## src/rtl/uart_rx_pkg.sv

```systemverilog
package uart_rx_pkg;

    typedef enum logic [2:0] {
        ST_IDLE,
        ST_START,
        ST_DATA,
        ST_MARK,
        ST_PARITY,
        ST_STOP
    } rx_state_e;

    typedef struct packed {
        logic fe;
        logic pe;
        logic ovr;
    } rx_flags_t;

endpackage

```

## src/rtl/rx_frame_fsm.sv

```systemverilog
module rx_frame_fsm
    import uart_rx_pkg::*;
#(
    parameter int unsigned DATA_W  = 8,
    parameter int unsigned OS_NORM = 16,
    parameter int unsigned OS_FAST = 8
) (
    input  logic              clk,
    input  logic              rst_n,
    input  logic              rx_line,
    input  logic              tick,
    input  logic              rx_en,
    input  logic              par_en,
    input  logic              dbl,
    input  logic              mp,
    output logic              start_det,
    output logic              done,
    output logic [DATA_W-1:0] done_data,
    output logic              done_fe,
    output logic              done_pe
);
    localparam int unsigned CNT_W = $clog2(OS_NORM);
    localparam int unsigned IDX_W = (DATA_W > 1) ? $clog2(DATA_W) : 1;

    rx_state_e         state_q, state_d;
    logic              rx_m, rx_s;
    logic [CNT_W-1:0]  os_cnt_q;
    logic [IDX_W-1:0]  idx_q;
    logic [DATA_W-1:0] data_q;
    logic              mark_q, par_q;
    logic [2:0]        smp_q;
    logic              l_par, l_dbl, l_mp;
    logic [CNT_W-1:0]  os_last, os_mid;
    logic              in_win, cell_end, vote, last_data;

    always_ff @(posedge clk or negedge rst_n) begin
        if (!rst_n) {rx_s, rx_m} <= 2'b11;
        else        {rx_s, rx_m} <= {rx_m, rx_line};
    end

    assign os_last   = l_dbl ? CNT_W'(OS_FAST - 1) : CNT_W'(OS_NORM - 1);
    assign os_mid    = l_dbl ? CNT_W'(OS_FAST / 2) : CNT_W'(OS_NORM / 2);
    assign in_win    = (os_cnt_q == os_mid - CNT_W'(1)) || (os_cnt_q == os_mid)
                    || (os_cnt_q == os_mid + CNT_W'(1));
    assign cell_end  = tick && (state_q != ST_IDLE) && (os_cnt_q == os_last);
    assign vote      = (smp_q[0] & smp_q[1]) | (smp_q[1] & smp_q[2]) | (smp_q[0] & smp_q[2]);
    assign last_data = (idx_q == IDX_W'(DATA_W - 1));
    assign start_det = (state_q == ST_IDLE) && (state_d == ST_START);

    // next-state process
    always_comb begin
        state_d = state_q;
        if (!rx_en) begin
            state_d = ST_IDLE;
        end else begin
            unique case (state_q)
                ST_IDLE:   if (tick && !rx_s) state_d = ST_START;
                ST_START:  if (cell_end) state_d = vote ? ST_IDLE : ST_DATA;
                ST_DATA:   if (cell_end && last_data)
                               state_d = l_mp ? ST_MARK : (l_par ? ST_PARITY : ST_STOP);
                ST_MARK:   if (cell_end) state_d = l_par ? ST_PARITY : ST_STOP;
                ST_PARITY: if (cell_end) state_d = ST_STOP;
                ST_STOP:   if (cell_end) state_d = ST_IDLE;
                default:   state_d = ST_IDLE;
            endcase
        end
    end

    // state register
    always_ff @(posedge clk or negedge rst_n) begin
        if (!rst_n) state_q <= ST_IDLE;
        else        state_q <= state_d;
    end

    // datapath and outputs
    always_ff @(posedge clk or negedge rst_n) begin
        if (!rst_n) begin
            os_cnt_q  <= '0;
            idx_q     <= '0;
            data_q    <= '0;
            mark_q    <= 1'b0;
            par_q     <= 1'b0;
            smp_q     <= 3'b111;
            l_par     <= 1'b0;
            l_dbl     <= 1'b0;
            l_mp      <= 1'b0;
            done      <= 1'b0;
            done_data <= '0;
            done_fe   <= 1'b0;
            done_pe   <= 1'b0;
        end else begin
            done <= 1'b0;
            if (start_det) begin
                os_cnt_q <= '0;
                idx_q    <= '0;
                par_q    <= 1'b0;
                l_par    <= par_en;
                l_dbl    <= dbl;
                l_mp     <= mp;
            end else if (tick && rx_en && (state_q != ST_IDLE)) begin
                os_cnt_q <= (os_cnt_q == os_last) ? '0 : os_cnt_q + CNT_W'(1);
                if (in_win) smp_q <= {smp_q[1:0], rx_s};
                if (cell_end) begin
                    unique case (state_q)
                        ST_DATA: begin
                            data_q <= {vote, data_q[DATA_W-1:1]};
                            idx_q  <= idx_q + IDX_W'(1);
                            par_q  <= par_q ^ vote;
                        end
                        ST_MARK: begin
                            mark_q <= vote;
                            par_q  <= par_q ^ vote;
                        end
                        ST_PARITY: par_q <= par_q ^ vote;
                        ST_STOP: begin
                            done      <= !(l_mp && !mark_q);
                            done_data <= data_q;
                            done_fe   <= !vote;
                            done_pe   <= l_par && par_q;
                        end
                        default: ;
                    endcase
                end
            end
        end
    end


    disabled_idle_chk: assert property (@(posedge clk) disable iff (!rst_n)
        !rx_en |=> (state_q == ST_IDLE));


    done_at_idle_chk: assert property (@(posedge clk) disable iff (!rst_n)
        done |-> (state_q == ST_IDLE));


    sample_window_chk: assert property (@(posedge clk) disable iff (!rst_n)
        (state_q == ST_START && state_d == ST_DATA) |-> (os_cnt_q == os_last));

endmodule

```

## src/rtl/rx_buf2.sv

```systemverilog
module rx_buf2
    import uart_rx_pkg::*;
#(
    parameter int unsigned DATA_W = 8,
    parameter int unsigned DEPTH  = 2
) (
    input  logic              clk,
    input  logic              rst_n,
    input  logic              new_v,
    input  logic [DATA_W-1:0] new_data,
    input  rx_flags_t         new_flg,
    input  logic              start_det,
    input  logic              pop,
    output logic              avail,
    output logic [DATA_W-1:0] head_data,
    output rx_flags_t         head_flg
);
    localparam int unsigned PTR_W = (DEPTH > 1) ? $clog2(DEPTH) : 1;
    localparam int unsigned CNT_W = $clog2(DEPTH + 1);

    logic [DATA_W-1:0] mem_data [DEPTH];
    rx_flags_t         mem_flg  [DEPTH];
    logic [PTR_W-1:0]  rd_ptr_q, wr_ptr_q;
    logic [CNT_W-1:0]  count_q;
    logic              pend_v_q, pend_v_d;
    logic [DATA_W-1:0] pend_data_q, pend_data_d;
    rx_flags_t         pend_flg_q, pend_flg_d;
    logic              pop_ok, space, push_v;
    logic [DATA_W-1:0] push_data;
    rx_flags_t         push_flg;

    assign pop_ok = pop && (count_q != '0);
    assign space  = (count_q != CNT_W'(DEPTH)) || pop_ok;

    always_comb begin
        push_v      = 1'b0;
        push_data   = pend_data_q;
        push_flg    = pend_flg_q;
        pend_v_d    = pend_v_q;
        pend_data_d = pend_data_q;
        pend_flg_d  = pend_flg_q;
        if (pend_v_q) begin
            if (space) begin
                push_v      = 1'b1;
                pend_v_d    = new_v;
                pend_data_d = new_data;
                pend_flg_d  = new_flg;
            end else if (new_v) begin
                pend_data_d    = new_data;
                pend_flg_d     = new_flg;
                pend_flg_d.ovr = 1'b1;
            end else if (start_det) begin
                pend_flg_d.ovr = 1'b1;
            end
        end else if (new_v) begin
            if (space) begin
                push_v    = 1'b1;
                push_data = new_data;
                push_flg  = new_flg;
            end else begin
                pend_v_d    = 1'b1;
                pend_data_d = new_data;
                pend_flg_d  = new_flg;
            end
        end
    end

    always_ff @(posedge clk or negedge rst_n) begin
        if (!rst_n) begin
            rd_ptr_q    <= '0;
            wr_ptr_q    <= '0;
            count_q     <= '0;
            pend_v_q    <= 1'b0;
            pend_data_q <= '0;
            pend_flg_q  <= '0;
            for (int i = 0; i < DEPTH; i++) begin
                mem_data[i] <= '0;
                mem_flg[i]  <= '0;
            end
        end else begin
            pend_v_q    <= pend_v_d;
            pend_data_q <= pend_data_d;
            pend_flg_q  <= pend_flg_d;
            if (push_v) begin
                mem_data[wr_ptr_q] <= push_data;
                mem_flg[wr_ptr_q]  <= push_flg;
                wr_ptr_q <= (wr_ptr_q == PTR_W'(DEPTH - 1)) ? '0 : wr_ptr_q + PTR_W'(1);
            end
            if (pop_ok)
                rd_ptr_q <= (rd_ptr_q == PTR_W'(DEPTH - 1)) ? '0 : rd_ptr_q + PTR_W'(1);
            count_q <= count_q + CNT_W'(push_v) - CNT_W'(pop_ok);
        end
    end

    assign avail     = (count_q != '0);
    assign head_data = mem_data[rd_ptr_q];
    assign head_flg  = mem_flg[rd_ptr_q];


    count_bound_chk: assert property (@(posedge clk) disable iff (!rst_n)
        count_q <= CNT_W'(DEPTH));


    pend_full_chk: assert property (@(posedge clk) disable iff (!rst_n)
        pend_v_q |-> (count_q == CNT_W'(DEPTH)));


    pend_refill_chk: assert property (@(posedge clk) disable iff (!rst_n)
        (pop && pend_v_q) |=> (count_q == CNT_W'(DEPTH)));

endmodule

```

## src/rtl/uart_rx_buf.sv

```systemverilog
module uart_rx_buf
    import uart_rx_pkg::*;
#(
    parameter int unsigned DATA_W  = 8,
    parameter int unsigned DEPTH   = 2,
    parameter int unsigned OS_NORM = 16,
    parameter int unsigned OS_FAST = 8
) (
    input  logic              clk,
    input  logic              rst_n,
    input  logic              rx_line,
    input  logic              baud_tick,
    input  logic              cfg_rx_en,
    input  logic              cfg_par_en,
    input  logic              cfg_dbl_spd,
    input  logic              cfg_mp_mode,
    input  logic              rd_pop,
    output logic [DATA_W-1:0] rd_data,
    output logic              stat_rx_avail,
    output logic              stat_frm_err,
    output logic              stat_ovr,
    output logic              stat_par_err
);
    logic              start_det, done, done_fe, done_pe, avail;
    logic [DATA_W-1:0] done_data, head_data;
    rx_flags_t         new_flg, head_flg;

    rx_frame_fsm #(.DATA_W(DATA_W), .OS_NORM(OS_NORM), .OS_FAST(OS_FAST)) u_fsm (
        .clk       (clk),
        .rst_n     (rst_n),
        .rx_line   (rx_line),
        .tick      (baud_tick),
        .rx_en     (cfg_rx_en),
        .par_en    (cfg_par_en),
        .dbl       (cfg_dbl_spd),
        .mp        (cfg_mp_mode),
        .start_det (start_det),
        .done      (done),
        .done_data (done_data),
        .done_fe   (done_fe),
        .done_pe   (done_pe)
    );

    always_comb begin
        new_flg     = '0;
        new_flg.fe  = done_fe;
        new_flg.pe  = done_pe;
    end

    rx_buf2 #(.DATA_W(DATA_W), .DEPTH(DEPTH)) u_buf (
        .clk       (clk),
        .rst_n     (rst_n),
        .new_v     (done),
        .new_data  (done_data),
        .new_flg   (new_flg),
        .start_det (start_det),
        .pop       (rd_pop),
        .avail     (avail),
        .head_data (head_data),
        .head_flg  (head_flg)
    );

    assign rd_data       = head_data;
    assign stat_rx_avail = avail;
    assign stat_frm_err  = avail & head_flg.fe;
    assign stat_par_err  = avail & head_flg.pe;
    assign stat_ovr      = avail & head_flg.ovr;


    pop_drains_chk: assert property (@(posedge clk) disable iff (!rst_n)
        (rd_pop && !done && !start_det && !avail) |=> !stat_rx_avail);

endmodule

```

## config.mk

```make
export PLATFORM = sky130hd
export DESIGN_NAME = uart_rx_buf
export DESIGN_NICKNAME = d
export VERILOG_FILES = /design/src/rtl/uart_rx_pkg.sv /design/src/rtl/rx_frame_fsm.sv /design/src/rtl/rx_buf2.sv /design/src/rtl/uart_rx_buf.sv
export SDC_FILE = /design/constraint.sdc
export NUM_CORES = 1
export LEC_CHECK = 0
export BUFFER_PORTS_ARGS = -buffer_cell sky130_fd_sc_hd__buf_2
export CAP_MARGIN = 20
export CORE_MARGIN = 2
export CORE_UTILIZATION = 50
export DETAILED_ROUTE_END_ITERATION = 7
export GPL_TIMING_DRIVEN = 0
export PLACE_DENSITY = 0.67
export REMOVE_ABC_BUFFERS = 1
export SYNTH_ARGS = -nofsm -noshare
export SYNTH_HDL_FRONTEND = slang
export SYNTH_HIERARCHICAL = 1
export SYNTH_SLANG_ARGS = --single-unit
```

## constraint.sdc

```tcl
create_clock -name clk -period 2.45 [get_ports clk]
set_input_delay 0.1225 -clock clk [delete_from_list [all_inputs] [get_ports clk]]
set_output_delay 0.1225 -clock clk [all_outputs]
set_load 0.05 [all_outputs]
```

==> results of run 1 <==
## critical path, delay by kind of cell, from the launching register on
| family | cells | cell delay, ns |
|---|---|---|
| multiplexers | 1 | 0.39 |
| AND/OR/NAND/NOR | 3 | 1.09 |
| flip-flops | 1 | 0.38 |
| adder cells (fa/ha/maj) | 1 | 0.24 |
## repair_timing
item | in CTS | in global routing
gates resized for setup | 0 | 0
endpoints found under the setup margin | 0 | 0
hold buffers | 5 | 0
hold endpoints to repair | 53 | 0
## worst paths after layout
check / endpoint / slack [ns] / depth (start not counted)
setup / recovery: u_fsm/done_data[2]$_DFFE_PN0P_ / 0.22 / 5
hold / removal: u_buf/rd_ptr_q$_DFFE_PN0P_ / 0.06 / 3
setup reg to reg: u_fsm/done_data[2]$_DFFE_PN0P_ / 0.22 / 5
hold reg to reg: u_fsm/rx_s$_DFF_PN1_ / 0.36 / 0
max in group asynchronous: u_fsm/state_q[2]$_DFF_PN0_ / 1.67 / 3
min in group asynchronous: u_buf/count_q[1]$_DFF_PN0_ / 0.21 / 2
## routing by layer
metal  track usage  wire [um]  vias up
li1              -          -     1149
met4        0.0814        108        0
met5             0          0        -
met3        0.0314        171       10
met2         0.291       3030       34
met1         0.253       3150     1203
## registers in the layout (all words and copies together) (netlist names), 2 cells and up
| register | count |
|---|---|
| u_fsm/done_data | 8 |
| u_fsm/idx_q | 3 |
| u_buf/pend_data_q | 8 |
| u_buf/pend_flg_q | 3 |
| u_fsm/data_q | 8 |
| u_buf/mem_data | 16 |
| u_fsm/smp_q | 3 |
| u_fsm/state_q | 3 |
| u_fsm/os_cnt_q | 4 |
| u_buf/mem_flg | 6 |
| u_buf/count_q | 2 |
## cell type report
class                   instances  area (um2)
flip-flops and latches         77        1930
clock inverters                 7        97.6
multi-input cells             201        1550
well taps                      96         120
repair buffers                 28         193
clock buffers                   9         124
fillers                       576        2860
inverters                       9        33.8
## logic make-up (layout without fill, tap and decap cells)
| logic type | count (synthesis) | count (layout) | share of synthesized area |
|---|---|---|---|
| AOI/OAI and AO/OA | 66 | 66 | 0.135 |
| and+or+nand+nor | 75 | 75 | 0.111 |
| muxes | 45 | 45 | 0.144 |
| adders and majority gates | 6 | 6 | 0.0208 |
| DFF | 77 | 77 | 0.535 |
| buffers and inverters | 28 | 53 | 0.0385 |
| xor gates and xnor gates | 6 | 6 | 0.0146 |
| other | 1 | 3 | 0.00104 |
## cell usage after synthesis (2+ instances only)
master	instances
mux2_4	2
o21ai_0	10
o22ai_1	12
nor3_1	6
a2bb2oi_1	22
nand2_1	24
a31oi_1	2
dfrtp_1	72
or2_2	4
o2111ai_1	2
nand2b_1	4
and2_1	4
nor2_1	8
nand3_1	6
nor2b_1	2
inv_1	8
mux2_2	38
a21oi_1	4
nor3b_1	5
mux2i_1	4
xnor2_1	5
buf_6	2
dfstp_2	5
or4_1	2
buf_2	6
or3b_1	2
ha_1	6
clkbuf_1	9
a21o_1	2
o21a_1	2
## per-stage QoR
step           instances  utilization  cell area [um2]
6_report             427        0.586             4050
5_1_grt              427        0.586             4050
4_1_cts              427        0.586             4050
3_5_place_dp         406        0.547             3780
3_3_place_gp         403        0.541             3730
2_1_floorplan        287            -             3510
## where the power goes
group | leakage (nW) | total, mW | switching, mW | internal, mW
logic | 0.755 | 0.281 | 0.184 | 0.0969
registers | 0.982 | 1.35 | 0.0417 | 1.31
clock network | 0.106 | 1.06 | 0.486 | 0.577
==> impl_results.md, run 1 <==
- Die X-Extent: 89.0 um
- Final setup margin: 0.220 ns
- Commonest non-fill, non-tap cell in the layout: dfrtp_1
- Share of flip-flops with an asynchronous set or reset: 1.00
- Synthesis Warnings: 6
- Num CTS Buffers: 9
- Final #Nets: 341
- Gr usage total: 0.185
- Largest cells by area after synthesis: dfrtp_1, mux2_2, a2bb2oi_1, dfstp_2, nand2_1
- Antenna cell count: 0
- Slowest cell on the critical path: and4b_1
- Worst EP required: 2.68 ns
- Final Hold Fails: 0
- Fmax achieved: 448 MHz
- Max Buffers Root-to-Sink: 2
- Vias: 2396
- Post-CTS Setup Bufs: 0
- R2r startpoint: u_fsm/os_cnt_q[0]$_DFFE_PN0P_
- Most used DFF post-synth: dfrtp_1
- Pin count of the biggest net entering global routing: 59
- Die area: 7920 um2
- First-pass GRT wire length: 11200 um
- TritonRoute pass-1 iters: 4
- DR vias/cell: 5.61
- Top fanout value on the critical path: 11
- Root Buffer: clkbuf_8
- Area growth syn-to-layout: 12.1%
- Leakage: 1.84 nW
- Cell count after synthesis: 304
- Vias in the first global route: 2321
- Worst Hold Class: in -> reg
- Max-Cap Viols: 0
- Hold slack: 0.0628 ns
- Hold Startpoint: rd_pop
- Kind of critical path: reg -> reg
- I/O pin total: 21
- Pre-CTS setup slack: 0.258 ns
- Synth area leader: dfrtp_1
- H-tree levels: 3
- CORE AREA: 6910 um2
- Commonest cells after routing, fill and taps aside: dfrtp_1, mux2_2, nand2_1
- Worst slew pin tran: 0.779 ns
- Worst EP arrival: 2.46 ns
- Clock Sinks: 77
- Status: completed
- Final setup vio count: 0
- Starting Density: 0.523
- Slew Limit Fails: 0
- Skew final: 0.0115 ns
- Cell Area, Synth: 3610 um2
- TNS Setup: 0 ns
- Total grt overflow: 0
- DP Wirelength: 4320 um
- Period minus WS final: 2.23 ns
- Yosys top cell area share: 0.499
- CP Launch Type: register
- Initial DRC count: 77
- CTS tree: done
- Clk slew on worst S/H paths: 0.09 ns
- Gp weighted congestion: 0.782
- IO Port Bufs: 20
- Maximum vdd drop: 0.271 mV
- Syn Area/Cell: 11.9 um2
- Clock Latency Late Sink: 0.35 ns
- Power per cell area: 665 nW/um2
- Routed wire length per instance: 15.1 um
- Endpoint class of the critical path: register
- Initial antenna violation count: 0
- Critical path cell sequence: ha_1 > nand2_1 > nor3_1 > and4b_1 > mux2_2
- DIE HEIGHT: 89.0 um
- Critical path origin: u_fsm/os_cnt_q[0]$_DFFE_PN0P_
- Row count: 30
- Tot Pwr: 2.69 mW
- Seq/Total Area, Yosys: 0.535
- Post-synth EDFFs: 0
- RSZ-0062 raised after global routing: no
- Distinct cells, synth: 54
- DRT Wirelength: 6460 um
- Antenna Nets Post-Route: 0
- Post-synthesis register bit count: 77
- Post-route clock period utilization: 0.910
- Layout cells sized above 1: 0.281
- Relative slew margins: 0.479
- DRC: 0
- Crit path largest cell delay: 0.59 ns
Note: power is estimated with default switching activity, not from simulation.
==> run 2, diff against run 1 <==
--- a/config.mk
+++ b/config.mk
@@ -9,6 +9,7 @@
 export CAP_MARGIN = 20
 export CORE_MARGIN = 2
 export CORE_UTILIZATION = 50
+export CTS_BUF_LIST = sky130_fd_sc_hd__clkbuf_4
 export DETAILED_ROUTE_END_ITERATION = 7
 export GPL_TIMING_DRIVEN = 0
 export PLACE_DENSITY = 0.67
==> run 2 against run 1 <==
Sequential power about the same. Largest cell class unchanged. Via count fell by 1.2%. Critical endpoint unchanged. Utilization decreased by 0.53 points. Sequential share of layout area up 0.43 points. Combinational power about the same. Die area unchanged. Clock skew rose by 0.0072 ns. Total power fell by 6.8%. Register-to-register slack hardly changed. First-iteration DRC count up 16%. Critical path depth did not move.
==> impl_results.md, run 2 (synthesis gave the netlist of run 1 again) <==
- Status: completed
- Post-CTS Setup Bufs: 0 (unchanged)
- Max reg flops: 16 (unchanged)
- CORE AREA: 6910 um2 (unchanged)
- Root Buffer: clkbuf_4
- Hold slack: 0.115 ns (+0.0524 ns)
- DP Wirelength: 4320 um (unchanged)
- TNS Setup: 0 ns (unchanged)
- Worst slew pin tran: 0.789 ns (+0.00999 ns)
- Max Buffers Root-to-Sink: 2 (unchanged)
- Area growth syn-to-layout: 11.1%
- Final #Nets: 343 (+0.59%)
- Kind of critical path: reg -> reg
- Vias: 2368 (-1.2%)
- Post-route clock period utilization: 0.916 (+0.00546)
- Final setup vio count: 0 (unchanged)
- Vias in the first global route: 2310 (-0.47%)
- Max-Cap Viols: 0 (unchanged)
- Worst EP required: 2.76 ns (+0.08 ns)
- Commonest cells after routing, fill and taps aside: dfrtp_1, mux2_2, nand2_1
- Commonest non-fill, non-tap cell in the layout: dfrtp_1
- Clock Sinks: 77 (unchanged)
- CTS tree: done
- DRT Wirelength: 6480 um (+0.33%)
- Total grt overflow: 0 (unchanged)
- Final setup margin: 0.207 ns (-0.0134 ns)
- I/O pin total: 21 (unchanged)
- Pin count of the biggest net entering global routing: 59 (unchanged)
- Top fanout value on the critical path: 11 (unchanged)
- Relative slew margins: 0.472 (-0.00668)
- Final Hold Fails: 0 (unchanged)
- Worst Hold Class: in -> async
- Skew final: 0.0188 ns (+0.00724 ns)
- Power per cell area: 625 nW/um2 (-6.0%)
- Die area: 7920 um2 (unchanged)
- Biggest register: u_buf/mem_data
- First-pass GRT wire length: 11200 um (+0.12%)
- Antenna Nets Post-Route: 0 (unchanged)
- H-tree levels: 3 (unchanged)
- Fmax achieved: 446 MHz (-0.60%)
- Gp weighted congestion: 0.782 (unchanged)
- DR vias/cell: 5.52 (-1.6%)
- Slew Limit Fails: 0 (unchanged)
- Worst EP arrival: 2.56 ns (+0.10 ns)
- Initial DRC count: 89 (+16%)
- Num CTS Buffers: 9 (unchanged)
- Starting Density: 0.523 (unchanged)
- IO Port Bufs: 20 (unchanged)
- Clk slew on worst S/H paths: 0.13 ns (+0.04 ns)
- Endpoint class of the critical path: register
- Layout cells sized above 1: 0.279 (-0.00169)
- Period minus WS final: 2.24 ns (+0.0134 ns)
- Final instance area: 4010 um2 (-0.90%)
- DIE HEIGHT: 89.0 um (unchanged)
- Fin cells: 429 (+0.47%)
- DRC: 0 (unchanged)
- TritonRoute pass-1 iters: 4 (unchanged)
- Row count: 30 (unchanged)
- Clock Latency Late Sink: 0.43 ns (+0.08 ns)
- Gr usage total: 0.186 (+0.00117)
- Pre-CTS setup slack: 0.258 ns (unchanged)
- Antenna cell count: 0 (unchanged)
- CP Launch Type: register
- R2r worst-path depth: 5 (unchanged)
- Placed cell count: 406 (unchanged)
- Leakage: 1.83 nW (-0.81%)
- Routed wire length per instance: 15.1 um (-0.14%)
- Maximum vdd drop: 0.243 mV (-10%)
- Die X-Extent: 89.0 um (unchanged)
- DP Area: 3780 um2 (unchanged)
- RSZ-0062 raised after global routing: no
- Initial antenna violation count: 0 (unchanged)
run 2: worst paths after layout:
kind / from / end / slack, ns
worst max-delay path: u_fsm/os_cnt_q[0]$_DFFE_PN0P_ / u_fsm/done_data[2]$_DFFE_PN0P_ / 0.21
worst min-delay path: rst_n / u_buf/count_q[1]$_DFF_PN0_ / 0.12
worst max register to register: u_fsm/os_cnt_q[0]$_DFFE_PN0P_ / u_fsm/done_data[2]$_DFFE_PN0P_ / 0.21
worst min register to register: u_fsm/rx_m$_DFF_PN1_ / u_fsm/rx_s$_DFF_PN1_ / 0.36
max in group asynchronous: rst_n / u_fsm/data_q[2]$_DFFE_PN0P_ / 1.77
min in group clk: baud_tick / u_fsm/par_q$_DFFE_PN0P_ / 0.16
run 2: layout make-up:
type / count / area, um2
tap: 96 / 120
fill: 589 / 2900
clock inverter: 7 / 97.6
clock buffer: 9 / 67.6
timing repair buffer: 30 / 213
multi-input combinational: 201 / 1550
inverter: 9 / 33.8
sequential: 77 / 1930
run 2: stage by stage:
step                utilization  power [mW]
global route              0.581        2.64
floorplan                     -        1.55
global placement          0.541        1.63
CTS                       0.581        2.54
detailed placement        0.547        1.65
finish                    0.581        2.51
run 2: where the power goes:
group / internal, mW / switching (mW) / total (mW)
Combinational: 0.0991 / 0.185 / 0.284
Clock: 0.416 / 0.458 / 0.874
Sequential: 1.31 / 0.0418 / 1.35
run 2: layer usage:
metal | vias up | routed length, um | global-route usage
li1 | 1158 | - | -
met1 | 1168 | 3140 | 0.255
met2 | 32 | 3060 | 0.289
met3 | 10 | 172 | 0.0369
met4 | 0 | 107 | 0.0814
met5 | - | 0 | 0
run 2: critical path, stage by stage, from the launching register on:
cell and delay, ns:
dfrtp_1 0.40, ha_1 0.24, nand2_1 0.10, nor3_1 0.40, and4b_1 0.60, mux2_2 0.39
run 2: timing repair:
item                                   4_1_cts  5_1_grt
resized for setup                            0        0
endpoints found under the hold margin       84        0
hold buffers                                 7        0
